[config.mk]
export PLATFORM = sky130hd
export DESIGN_NAME = dbg_event_ctrl
export DESIGN_NICKNAME = d
export VERILOG_FILES = /design/src/rtl/dbgev_pkg.sv /design/src/rtl/dbgev_sync.sv /design/src/rtl/dbgev_seq.sv /design/src/rtl/dbgev_ack.sv /design/src/rtl/dbg_event_ctrl.sv
export SDC_FILE = /design/constraint.sdc
export NUM_CORES = 1
export LEC_CHECK = 0
export ABC_AREA = 1
export BUFFER_PORTS_ARGS = -buffer_cell sky130_fd_sc_hd__buf_2
export CAP_MARGIN = 20
export CORE_AREA = 3 3 40 42
export CTS_CLUSTER_SIZE = 14
export DETAILED_ROUTE_END_ITERATION = 16
export DIE_AREA = 0 0 43 45
export GPL_TIMING_DRIVEN = 0
export SLEW_MARGIN = 20
export SYNTH_ARGS = -nofsm -noshare
export SYNTH_HDL_FRONTEND = slang
export SYNTH_SLANG_ARGS = --single-unit
[constraint.sdc]
create_clock -name clk -period 1.6 [get_ports clk]
set_input_delay 0.08 -clock clk [delete_from_list [all_inputs] [get_ports clk]]
set_output_delay 0.08 -clock clk [all_outputs]
set_load 0.01 [all_outputs]
[src/rtl/dbgev_pkg.sv]
`timescale 1ns/1ps
package dbgev_pkg;

  typedef enum logic [1:0] {
    ST_RUN  = 2'd0,
    ST_WAIT = 2'd1,
    ST_SAVE = 2'd2,
    ST_HALT = 2'd3
  } dbg_state_e;

  // Sequencer transition: requests only count while running,
  // retirement only while waiting, exit only while halted.
  function automatic dbg_state_e seq_next(input dbg_state_e cur,
                                          input logic       req,
                                          input logic       done,
                                          input logic       leave);
    dbg_state_e nxt;
    nxt = cur;
    unique case (cur)
      ST_RUN:  if (req)   nxt = ST_WAIT;
      ST_WAIT: if (done)  nxt = ST_SAVE;
      ST_SAVE:            nxt = ST_HALT;
      ST_HALT: if (leave) nxt = ST_RUN;
      default:            nxt = ST_RUN;
    endcase
    return nxt;
  endfunction

  // Count-down step for the acknowledge and blind timers.
  function automatic int unsigned tick_down(input int unsigned v);
    return (v == 0) ? 0 : v - 1;
  endfunction

endpackage

[src/rtl/dbgev_sync.sv]
`timescale 1ns/1ps
module dbgev_sync #(
  parameter int STAGES = 2
) (
  input  logic clk,
  input  logic rst_n,
  input  logic pad_i,
  input  logic blind_i,
  output logic level_o,
  output logic fall_o
);
  logic [STAGES-1:0] chain;
  logic              prev_q;

  generate
    if (STAGES == 1) begin : g_one
      always_ff @(posedge clk or negedge rst_n) begin
        if (!rst_n) chain <= '1;
        else        chain <= pad_i;
      end
    end else begin : g_many
      always_ff @(posedge clk or negedge rst_n) begin
        if (!rst_n) chain <= '1;
        else        chain <= {chain[STAGES-2:0], pad_i};
      end
    end
  endgenerate

  always_ff @(posedge clk or negedge rst_n) begin
    if (!rst_n) prev_q <= 1'b1;
    else        prev_q <= chain[STAGES-1];
  end

  assign level_o = chain[STAGES-1];
  assign fall_o  = prev_q & ~chain[STAGES-1] & ~blind_i;
endmodule

[src/rtl/dbgev_seq.sv]
`timescale 1ns/1ps
module dbgev_seq
  import dbgev_pkg::*;
(
  input  logic       clk,
  input  logic       rst_n,
  input  logic       req_i,
  input  logic       done_i,
  input  logic       exit_i,
  output dbg_state_e state_o,
  output logic       ack_start_o
);
  dbg_state_e state_q;
  dbg_state_e state_d;

  always_comb state_d = seq_next(state_q, req_i, done_i, exit_i);

  always_ff @(posedge clk or negedge rst_n) begin
    if (!rst_n) state_q <= ST_RUN;
    else        state_q <= state_d;
  end

  assign state_o     = state_q;
  assign ack_start_o = (state_q == ST_SAVE);
endmodule

[src/rtl/dbgev_ack.sv]
`timescale 1ns/1ps
module dbgev_ack
  import dbgev_pkg::*;
#(
  parameter int ACK_CYCLES = 3,
  parameter int TAIL       = 1
) (
  input  logic clk,
  input  logic rst_n,
  input  logic start_i,
  output logic oe_o,
  output logic blind_o
);
  localparam int CW = $clog2(ACK_CYCLES + 1);

  logic [CW-1:0] cnt_q;
  logic          last_w;

  assign last_w = (cnt_q == CW'(1));

  always_ff @(posedge clk or negedge rst_n) begin
    if (!rst_n)       cnt_q <= '0;
    else if (start_i) cnt_q <= CW'(ACK_CYCLES);
    else              cnt_q <= CW'(tick_down(int'(cnt_q)));
  end

  assign oe_o = (cnt_q != '0);

  generate
    if (TAIL > 0) begin : g_tail
      localparam int TW = $clog2(TAIL + 1);
      logic [TW-1:0] tail_q;
      always_ff @(posedge clk or negedge rst_n) begin
        if (!rst_n)                  tail_q <= '0;
        else if (last_w && !start_i) tail_q <= TW'(TAIL);
        else                         tail_q <= TW'(tick_down(int'(tail_q)));
      end
      assign blind_o = oe_o | (tail_q != '0);
    end else begin : g_notail
      assign blind_o = oe_o;
    end
  endgenerate
endmodule

[src/rtl/dbg_event_ctrl.sv]
`timescale 1ns/1ps
module dbg_event_ctrl
  import dbgev_pkg::*;
#(
  parameter int SYNC_STAGES = 2,
  parameter int ACK_CYCLES  = 3,
  parameter int BLIND_TAIL  = 1
) (
  input  logic clk,
  input  logic rst_n,
  input  logic dbg_pin_i,
  input  logic bkpt_hit,
  input  logic instr_done,
  input  logic exit_cmd,
  output logic dbg_pin_oe,
  output logic stall_req,
  output logic save_req,
  output logic halted
);
  // named internal events, visible to the bound checker
  logic       pin_level;
  logic       pin_fall;
  logic       ack_blind;
  logic       ack_start;
  logic       entry_req;
  dbg_state_e state;

  dbgev_sync #(.STAGES(SYNC_STAGES)) u_sync (
    .clk     (clk),
    .rst_n   (rst_n),
    .pad_i   (dbg_pin_i),
    .blind_i (ack_blind),
    .level_o (pin_level),
    .fall_o  (pin_fall)
  );

  assign entry_req = pin_fall | bkpt_hit;

  dbgev_seq u_seq (
    .clk         (clk),
    .rst_n       (rst_n),
    .req_i       (entry_req),
    .done_i      (instr_done),
    .exit_i      (exit_cmd),
    .state_o     (state),
    .ack_start_o (ack_start)
  );

  dbgev_ack #(.ACK_CYCLES(ACK_CYCLES), .TAIL(BLIND_TAIL)) u_ack (
    .clk     (clk),
    .rst_n   (rst_n),
    .start_i (ack_start),
    .oe_o    (dbg_pin_oe),
    .blind_o (ack_blind)
  );

  assign stall_req = (state != ST_RUN);
  assign save_req  = (state == ST_SAVE);
  assign halted    = (state == ST_HALT);
endmodule

Word level (Yosys, flattened, before mapping):

Cells that the tools add are included.

* register bits: 8
* input bits: 6
* output and inout bits: 4

* add/sub/neg operators: 2
* eq/ne operators: 7
* multiplexer cells: 8
* bitwise logic cells: 6
* reductions and logical operators: 7

Operator list (number)
* 2-to-1 mux 2 bit: 5
* one-hot mux 2 bit (4 select lines): 1
* != test 2 bit (second input constant): 3
* equality test 2 x 1 -> 1 bit (second input constant): 2
* equality test 2 bit (second input constant): 2
* zero test 2 bit: 2
* nonzero test 2 bit: 2
* AND reduction 3 bit: 1
* bitwise AND 1 bit: 2
* 2-to-1 mux 1 bit: 2
* NOT 1 bit: 2
* bitwise OR 1 bit: 2
* subtractor 2 x 1 -> 2 bit (second input constant): 1
* logical AND 1 bit: 1
* zero test 1 bit: 1
* subtractor 1 bit (second input constant): 1

Longest topological paths before layout:

Gate-level depths: netlist (run 1).

* depth in word-level cells: 7
* gate-level depth with buffers: 8

Modules after synthesis:

Synthesis (run 1) repeated with hierarchy kept, for this count alone.

* cells, all modules: 53
* area, all modules: 435.4 um^2

Modules (own cells, without submodules)
* dbgev_seq: times used 1, cells an instance 24, area each 186.4 um^2, sequential area each 50.0 um^2
* dbgev_ack: times used 1, cells an instance 14, area each 122.6 um^2, sequential area each 75.1 um^2
* dbgev_sync: times used 1, cells an instance 6, area each 92.6 um^2, sequential area each 78.8 um^2
* dbg_event_ctrl: times used 1, cells an instance 9, area each 33.8 um^2, sequential area each 0.0 um^2

Least setup slack after synthesis (run 1):

Ideal clock, no wire load.

* path kind: flip-flop to flip-flop
* from: reg u_seq.state_q[0], in the netlist u_seq.state_o[0]
* to: reg u_seq.state_q[0], in the netlist u_seq.state_o[0]
* arrival time: 1.097 ns
* data required time: 1.483 ns
* path slack: 0.387 ns
* stages on the path, launching flop included: 6
* buffers on the path: 0
* path through: dfrtp_1 inv_1 ha_1 or2_2 nand3_1 nand2_1

* elaborated cells between the ends (all ways): 9
* classes of those cells: eq/ne: 6; mux: 1; reduce/logical: 2

RTL lines
* start, declared: line dbgev_seq.sv:13 `dbg_state_e state_q;`
* start signal, assigned: line dbgev_seq.sv:20 `else state_q <= state_d;`
* equality test 2 bit
* via save_req: line dbg_event_ctrl.sv:17 `output logic save_req,`
* one-hot mux 2 bit (4 select lines): line dbgev_pkg.sv:19 `unique case (cur)`

The timed path passes the listed nets, and every way through them passes these cells.
A chain may end at the register's enable or synchronous reset.

Worst setup path in the final report (run 1):

* from: reg u_seq.state_q[0], in the netlist u_seq.state_o[0]
* to: reg u_seq.state_q[0], in the netlist u_seq.state_o[0]

* cells in the longest elaborated chain, start to end: 3
* elaborated cells between the ends (all ways): 9
* classes of those cells: eq/ne: 6; mux: 1; reduce/logical: 2

RTL lines (line)
* equality test 2 bit, or another cell as far along: dbgev_pkg.sv:19
* != test 2 bit (no line)
* AND reduction 3 bit (no line)

Several ways; a longest one is shown, not always the timed one.

==> results of run 1 <==
-- logic make-up after synthesis --
group	after synthesis	share of synthesized area
AO/OA/AOI/OAI	3	0.0366
AND/OR/NAND/NOR	15	0.204
buffers and inverters	12	0.110
adder cells (fa/ha/maj)	5	0.152
flip-flops	8	0.497
-- report_power, final --
part / internal, mW / switching [mW]
clock network: 0.0954 / 0.0685
registers: 0.277 / 0.0540
logic: 0.169 / 0.235
total: 0.541 / 0.358
-- critical path, delay by kind of cell (launching register included) --
kind                     cells  cell delay, ns
flip-flops                   1            0.39
AND/OR/NAND/NOR              3            0.41
adder cells (fa/ha/maj)      1            0.24
buffers and inverters        1            0.10
-- final timing paths --
path                                         startpoint                      endpoint  slack, ns  depth (start not counted)
max reg2reg                u_seq.state_o[0]$_DFFE_PN0P_  u_seq.state_o[0]$_DFFE_PN0P_       0.34                          5
min in group asynchronous                         rst_n      u_ack.cnt_q[1]$_DFF_PN0_       0.19                          2
min reg2reg                   u_sync.chain[0]$_DFF_PN1_     u_sync.chain[1]$_DFF_PN1_       0.35                          0
max                        u_seq.state_o[0]$_DFFE_PN0P_  u_seq.state_o[0]$_DFFE_PN0P_       0.34                          5
max in group asynchronous                         rst_n       u_sync.prev_q$_DFF_PN1_       1.16                          2
min                                            bkpt_hit  u_seq.state_o[0]$_DFFE_PN0P_       0.18                          5
-- state kept, by name (all words and copies together), names as in the netlist --
name	cells
u_sync.chain	2
u_ack.cnt_q	2
u_sync.prev_q	1
u_seq.state_o	2
u_ack.g_tail.tail_q	1
-- timing repair --
action / CTS / global route
hold endpoints to repair: 9 / 0
buffers inserted: 0 / 0
hold buffers: 2 / 0
-- cells in the final DEF (no fill, tap or decap), types with 3 or more instances in the layout --
cell | netlist | final
buf_2 | 0 | 9
dfrtp_1 | 5 | 5
dfstp_2 | 3 | 3
nand2_1 | 5 | 5
clkbuf_4 | 0 | 3
ha_1 | 5 | 5
o21ai_1 | 3 | 3
inv_1 | 10 | 10
-- Yosys cell counts --
cell type and number:
inv_1 10, dfrtp_1 5, ha_1 5, nand2_1 5, dfstp_2 3, o21ai_1 3
inv_2 2, nand2_2 2, nand3_1 2, nand3_2 1, nor2_1 1, nor2_2 1
nor2_4 1, nor3_1 1, or2_2 1
-- metal layers --
| metal | track usage | part of all wire |
|---|---|---|
| met1 | 0.107 | 0.48 |
| met2 | 0.114 | 0.46 |
| met3 | 0.0398 | 0.049 |
| met4 | 0.0723 | 0 |
| met5 | 0 | 0 |
-- layout make-up --
class / instances / area [sq um] / area share
tap: 15 / 18.8 / 0.0361
timing repair buffer: 11 / 65.1 / 0.125
inverter: 12 / 45.0 / 0.0865
sequential: 8 / 204 / 0.392
clock buffer: 4 / 26.3 / 0.0505
multi-input combinational: 23 / 161 / 0.310
-- through the flow --
| stage | std cells | util | cell area [sq um] | power [mW] |
|---|---|---|---|---|
| after CTS | 73 | 0.405 | 520 | 0.918 |
| after global routing | 73 | 0.405 | 520 | 1.01 |
| after detailed placement | 67 | 0.369 | 474 | 0.743 |
| after global placement | 67 | 0.369 | 474 | 0.733 |
| after floorplan | 43 | - | 410 | 0.627 |
| final | 73 | 0.405 | 520 | 0.898 |
==> results.yml, run 1 <==
status:
  status: "completed"
critical_path:
  cpMaxStageDelayCell: "dfrtp_1"
  worstPathArrival_ns: 1.40
  startpoint_type: "flop"
  worst_setup_path_end_kind: "flop"
  required_ns: 1.75
  criticalPathCategory: "reg2reg"
  crit_fanout: 4
  critical_path.cell_chain: "inv_1, ha_1, or2_2, nand3_1, nand2_1"
  cp_slowest_stage_delay_ns: 0.39
global_route:
  grt_pass1_wl_um: 1170
  grt_overflow: 0
  grt_max_degree: 9
  first_global_vias: 304
  antenna_found_initial: 0
  grtUsageTotal: 0.0867
die:
  coreArea_sq_um: 1280
  die_y_um: 45
  die_area_sq_um: 1940
  io_pins: 10
  initial_core_util: 0.319
  core.rowCount: 13
  fp.dieW_um: 43
cts:
  cts_resized: 0
  numCtsBuffers: 3
  cts.sinks: 8
  clock_path_buffers: 2
  clk-insertion-delay-late_ns: 0.25
  cts_tree: "built"
  root_buffer: "clkbuf_4"
  cts-htree-levels: 1
  clk_pin_slew_ns: 0.06
sta:
  setup_viol: 0
  layout_min_cycle_time_ns: 1.26
  timing.fmax_ghz: 0.796
  setup_ws_ns: 0.344
  finalCritPeriodShare: 0.785
  finalClockSkew_ns: 0.00613
  rsz0062_at_grt: "no"
  holdWs_ns: 0.177
  maxSlewViolCount: 0
  tightest_slew_ns: 0.180
  hold_viol: 0
  relSlewSlack: 0.880
  tns_ns: 0
final_layout:
  syn_to_final_growth_pct: 26.8
  layout.nets: 70
  drive_above_1_share: 0.397
  diodes: 0
  fillers: 129
power_and_ir_drop:
  p_leak_nw: 0.279
  ir_worst_vdd_uv: 624
  power_per_cell_area_nw_per_um2: 1730
yosys:
  synth_area_leaders: "dfrtp_1 30%, dfstp_2 19%, ha_1 15%"
  syn_area_per_cell_sq_um: 9.54
  ys_warn_count: 0
  synth_cell_types: 15
  syn_nets: 54
  ys_ff_latch: 8
  synth_top_area_frac: 0.305
  ys_seq_area_frac: 0.497
  synth_area_sq_um: 410
  yosysTopAreaCell: "dfrtp_1"
  netlist_instances: 43
detailed_routing:
  via_per_inst: 3.78
  dr.pass1.iters: 2
  avgRoutedWirePerCell_um: 8.32
  vias: 276
  drtIter0Drc: 2
  drtAntennaViolNets: 0
  routed_wl_um: 607
  drcViolationCount: 0
placement:
  gp_congestion: 0.769
  hpwl_um: 469
  place_worst_setup_slack_ns: 0.336
  port_buffers: 9
worst_hold_path:
  worst_hold_path_type: "in2reg"
flow_run:
  cap_violations: 0
(Power assumes the default switching activity.)
==> run 2, diff against run 1 <==
- ABC_AREA: 1 -> 0
- clock period: 1.6 -> 1.2 ns (I/O delays scaled with it)
==> results.yml, run 2 <==
status:
  status: "complete, but fails checks"
  violations: "negative setup slack"
detailed_routing:
  dr.pass1.iters: 1
  avgRoutedWirePerCell_um: 10.1
  drtAntennaViolNets: 0
  drtIter0Drc: 0
  drcViolationCount: 0
  vias: 273
  routed_wl_um: 675
  via_per_inst: 4.07
power_and_ir_drop:
  ir_worst_vdd_uv: 974
  p_leak_nw: 0.300
  p_sw_mw: 0.558
  sw_frac_of_total: 0.353
  power_per_cell_area_nw_per_um2: 2620
  p_int_mw: 1.02
  pwr-share-clk: 0.138
  power_frac_comb: 0.592
  power_frac_seq: 0.270
  totalPowerFinal_mw: 1.58
yosys:
  synth_area_leaders: "dfrtp_1 32%, dfstp_2 20%, ha_1 16%"
  synth_top_area_frac: 0.315
  ys_warn_count: 0
  yosys-top-cells-count: "6 x inv_1, 5 x dfrtp_1, 5 x ha_1"
  synth_cell_types: 15
  syn_nets: 43
  netlist_instances: 32
  yosysTopAreaCell: "dfrtp_1"
  yosysMostFrequentCell: "inv_1"
  ys_ff_latch: 8
  yosys_most_used_dff: "dfrtp_1"
  syn_area_per_cell_sq_um: 12.4
  synth_edf_count: 0
  synth_area_sq_um: 397
  async_reset_ff_frac: 1.00
  ys_seq_area_frac: 0.514
placement:
  place_worst_setup_slack_ns: -0.277
  postPlaceCellArea_sq_um: 497
  hpwl_um: 425
  dp_cells: 56
  gp_congestion: 0.685
  port_buffers: 9
critical_path:
  critical_path.cell_chain: "or2_4, nor2b_4, nor3_4, mux2_4"
  cp_top_family: "simple AND/OR/NAND/NOR gates"
  worstPathArrival_ns: 1.54
  crit_fanout: 3
  cpMaxStageDelayCell: "dfrtp_1"
  startpoint_type: "flop"
  cp_num_buf_inv: 0
  criticalPathCategory: "reg2reg"
  cp_slowest_stage_delay_ns: 0.40
  required_ns: 1.33
  worst_setup_path_end_kind: "flop"
sta:
  relSlewSlack: 0.877
  setup_ws_ns: -0.208
  tns_ns: -0.378
  maxSlewViolCount: 0
  rsz0062_at_grt: "yes"
  setup_viol: 2
  finalCritPeriodShare: 1.17
  holdWs_ns: 0.181
  tightest_slew_ns: 0.184
  layout_min_cycle_time_ns: 1.41
  finalClockSkew_ns: 0.00150
  hold_viol: 0
  timing.fmax_ghz: 0.710
cts:
  cts_tree: "built"
  numCtsBuffers: 3
  clk-insertion-delay-late_ns: 0.25
  clock_path_buffers: 2
  clk_pin_slew_ns: 0.06
  cts-htree-levels: 1
  cts.sinks: 8
  root_buffer: "clkbuf_4"
global_route:
  grt_overflow: 0
  grt_max_degree: 9
  grtUsageTotal: 0.0825
  antenna_found_initial: 0
  first_global_vias: 242
  grt_pass1_wl_um: 1050
final_layout:
  syn_to_final_growth_pct: 52.1
  mostFrequentLayoutCell: "buf_2"
  fin_area_sq_um: 603
  layout.nets: 64
  fin_cells: 67
  drive_above_1_share: 0.654
  final_cell_mix: "8 x buf_2, 5 x dfrtp_1, 4 x buf_4"
  post-route-util: 0.469
  diodes: 0
die:
  initial_core_util: 0.309
  die_area_sq_um: 1940
  core.rowCount: 13
  die_y_um: 45
  coreArea_sq_um: 1280
  fp.dieW_um: 43
  io_pins: 10
worst_hold_path:
  worst_hold_path_type: "in2async"
flow_run:
  cap_violations: 0
run 2: cell types whose count changed after synthesis, sizes merged, moves of 2 or more:
| cell | before | now |
|---|---|---|
| o21ai | 3 | 0 |
| nand2 | 7 | 0 |
| inv | 12 | 6 |
| nand3 | 3 | 0 |
| a21o | 0 | 2 |
run 2: final cells by class:
type | instances | area [sq um]
Fill cell | 123 | 682
Multi-Input combinational cell | 18 | 219
Sequential cell | 8 | 204
Timing Repair Buffer | 16 | 113
Clock buffer | 4 | 26.3
Inverter | 6 | 22.5
Tap cell | 15 | 18.8
run 2: repair_timing:
action / in CTS / in global routing
buffers inserted: 3 / 2
resized for setup: 0 / 4
hold endpoints to repair: 9 / 0
endpoints found under the setup margin: 3 / 4
pin swaps: 1 / 2
hold buffers: 2 / 0
run 2: worst paths after layout:
check	cells after the start	to	slack [ns]	from
max	4	u_seq.state_o[1]$_DFFE_PN0P_	-0.21	u_ack.cnt_q[0]$_DFF_PN0_
max reg2reg	4	u_seq.state_o[1]$_DFFE_PN0P_	-0.21	u_ack.cnt_q[0]$_DFF_PN0_
max in group asynchronous	2	u_sync.prev_q$_DFF_PN1_	0.78	rst_n
min reg2reg	0	u_sync.chain[1]$_DFF_PN1_	0.36	u_sync.chain[0]$_DFF_PN1_
min	2	u_ack.cnt_q[1]$_DFF_PN0_	0.18	rst_n
min in group clk	4	u_seq.state_o[1]$_DFFE_PN0P_	0.33	exit_cmd
run 2: layer usage:
metal / part of all wire / wire [um] / up-vias / track usage
met5: 0 / 0 / - / 0
met4: 0.012 / 8 / 0 / 0.108
met3: 0.073 / 49 / 2 / 0.0239
met2: 0.45 / 305 / 9 / 0.108
met1: 0.46 / 311 / 119 / 0.0945
li1: - / - / 143 / -
run 2: power by group through the flow:
| stage | Combinational, mW | Sequential [mW] | Clock (mW) |
|---|---|---|---|
| after floorplan | 0.567 | 0.430 | 0 |
| after global placement | 0.701 | 0.443 | 0 |
| after detailed placement | 0.706 | 0.446 | 0 |
| after CTS | 0.808 | 0.427 | 0.233 |
| after global routing | 1.02 | 0.445 | 0.258 |
| final | 0.936 | 0.427 | 0.218 |
run 2: cell families (layout without fill, tap and decap cells):
family | Yosys count | count (layout) | synth area share
adders and majority gates | 5 | 5 | 0.158
buffers and inverters | 6 | 26 | 0.0568
DFF | 8 | 8 | 0.514
and+or+nand+nor | 7 | 7 | 0.151
AOI/OAI and AO/OA | 4 | 4 | 0.0662
muxes | 2 | 2 | 0.0536
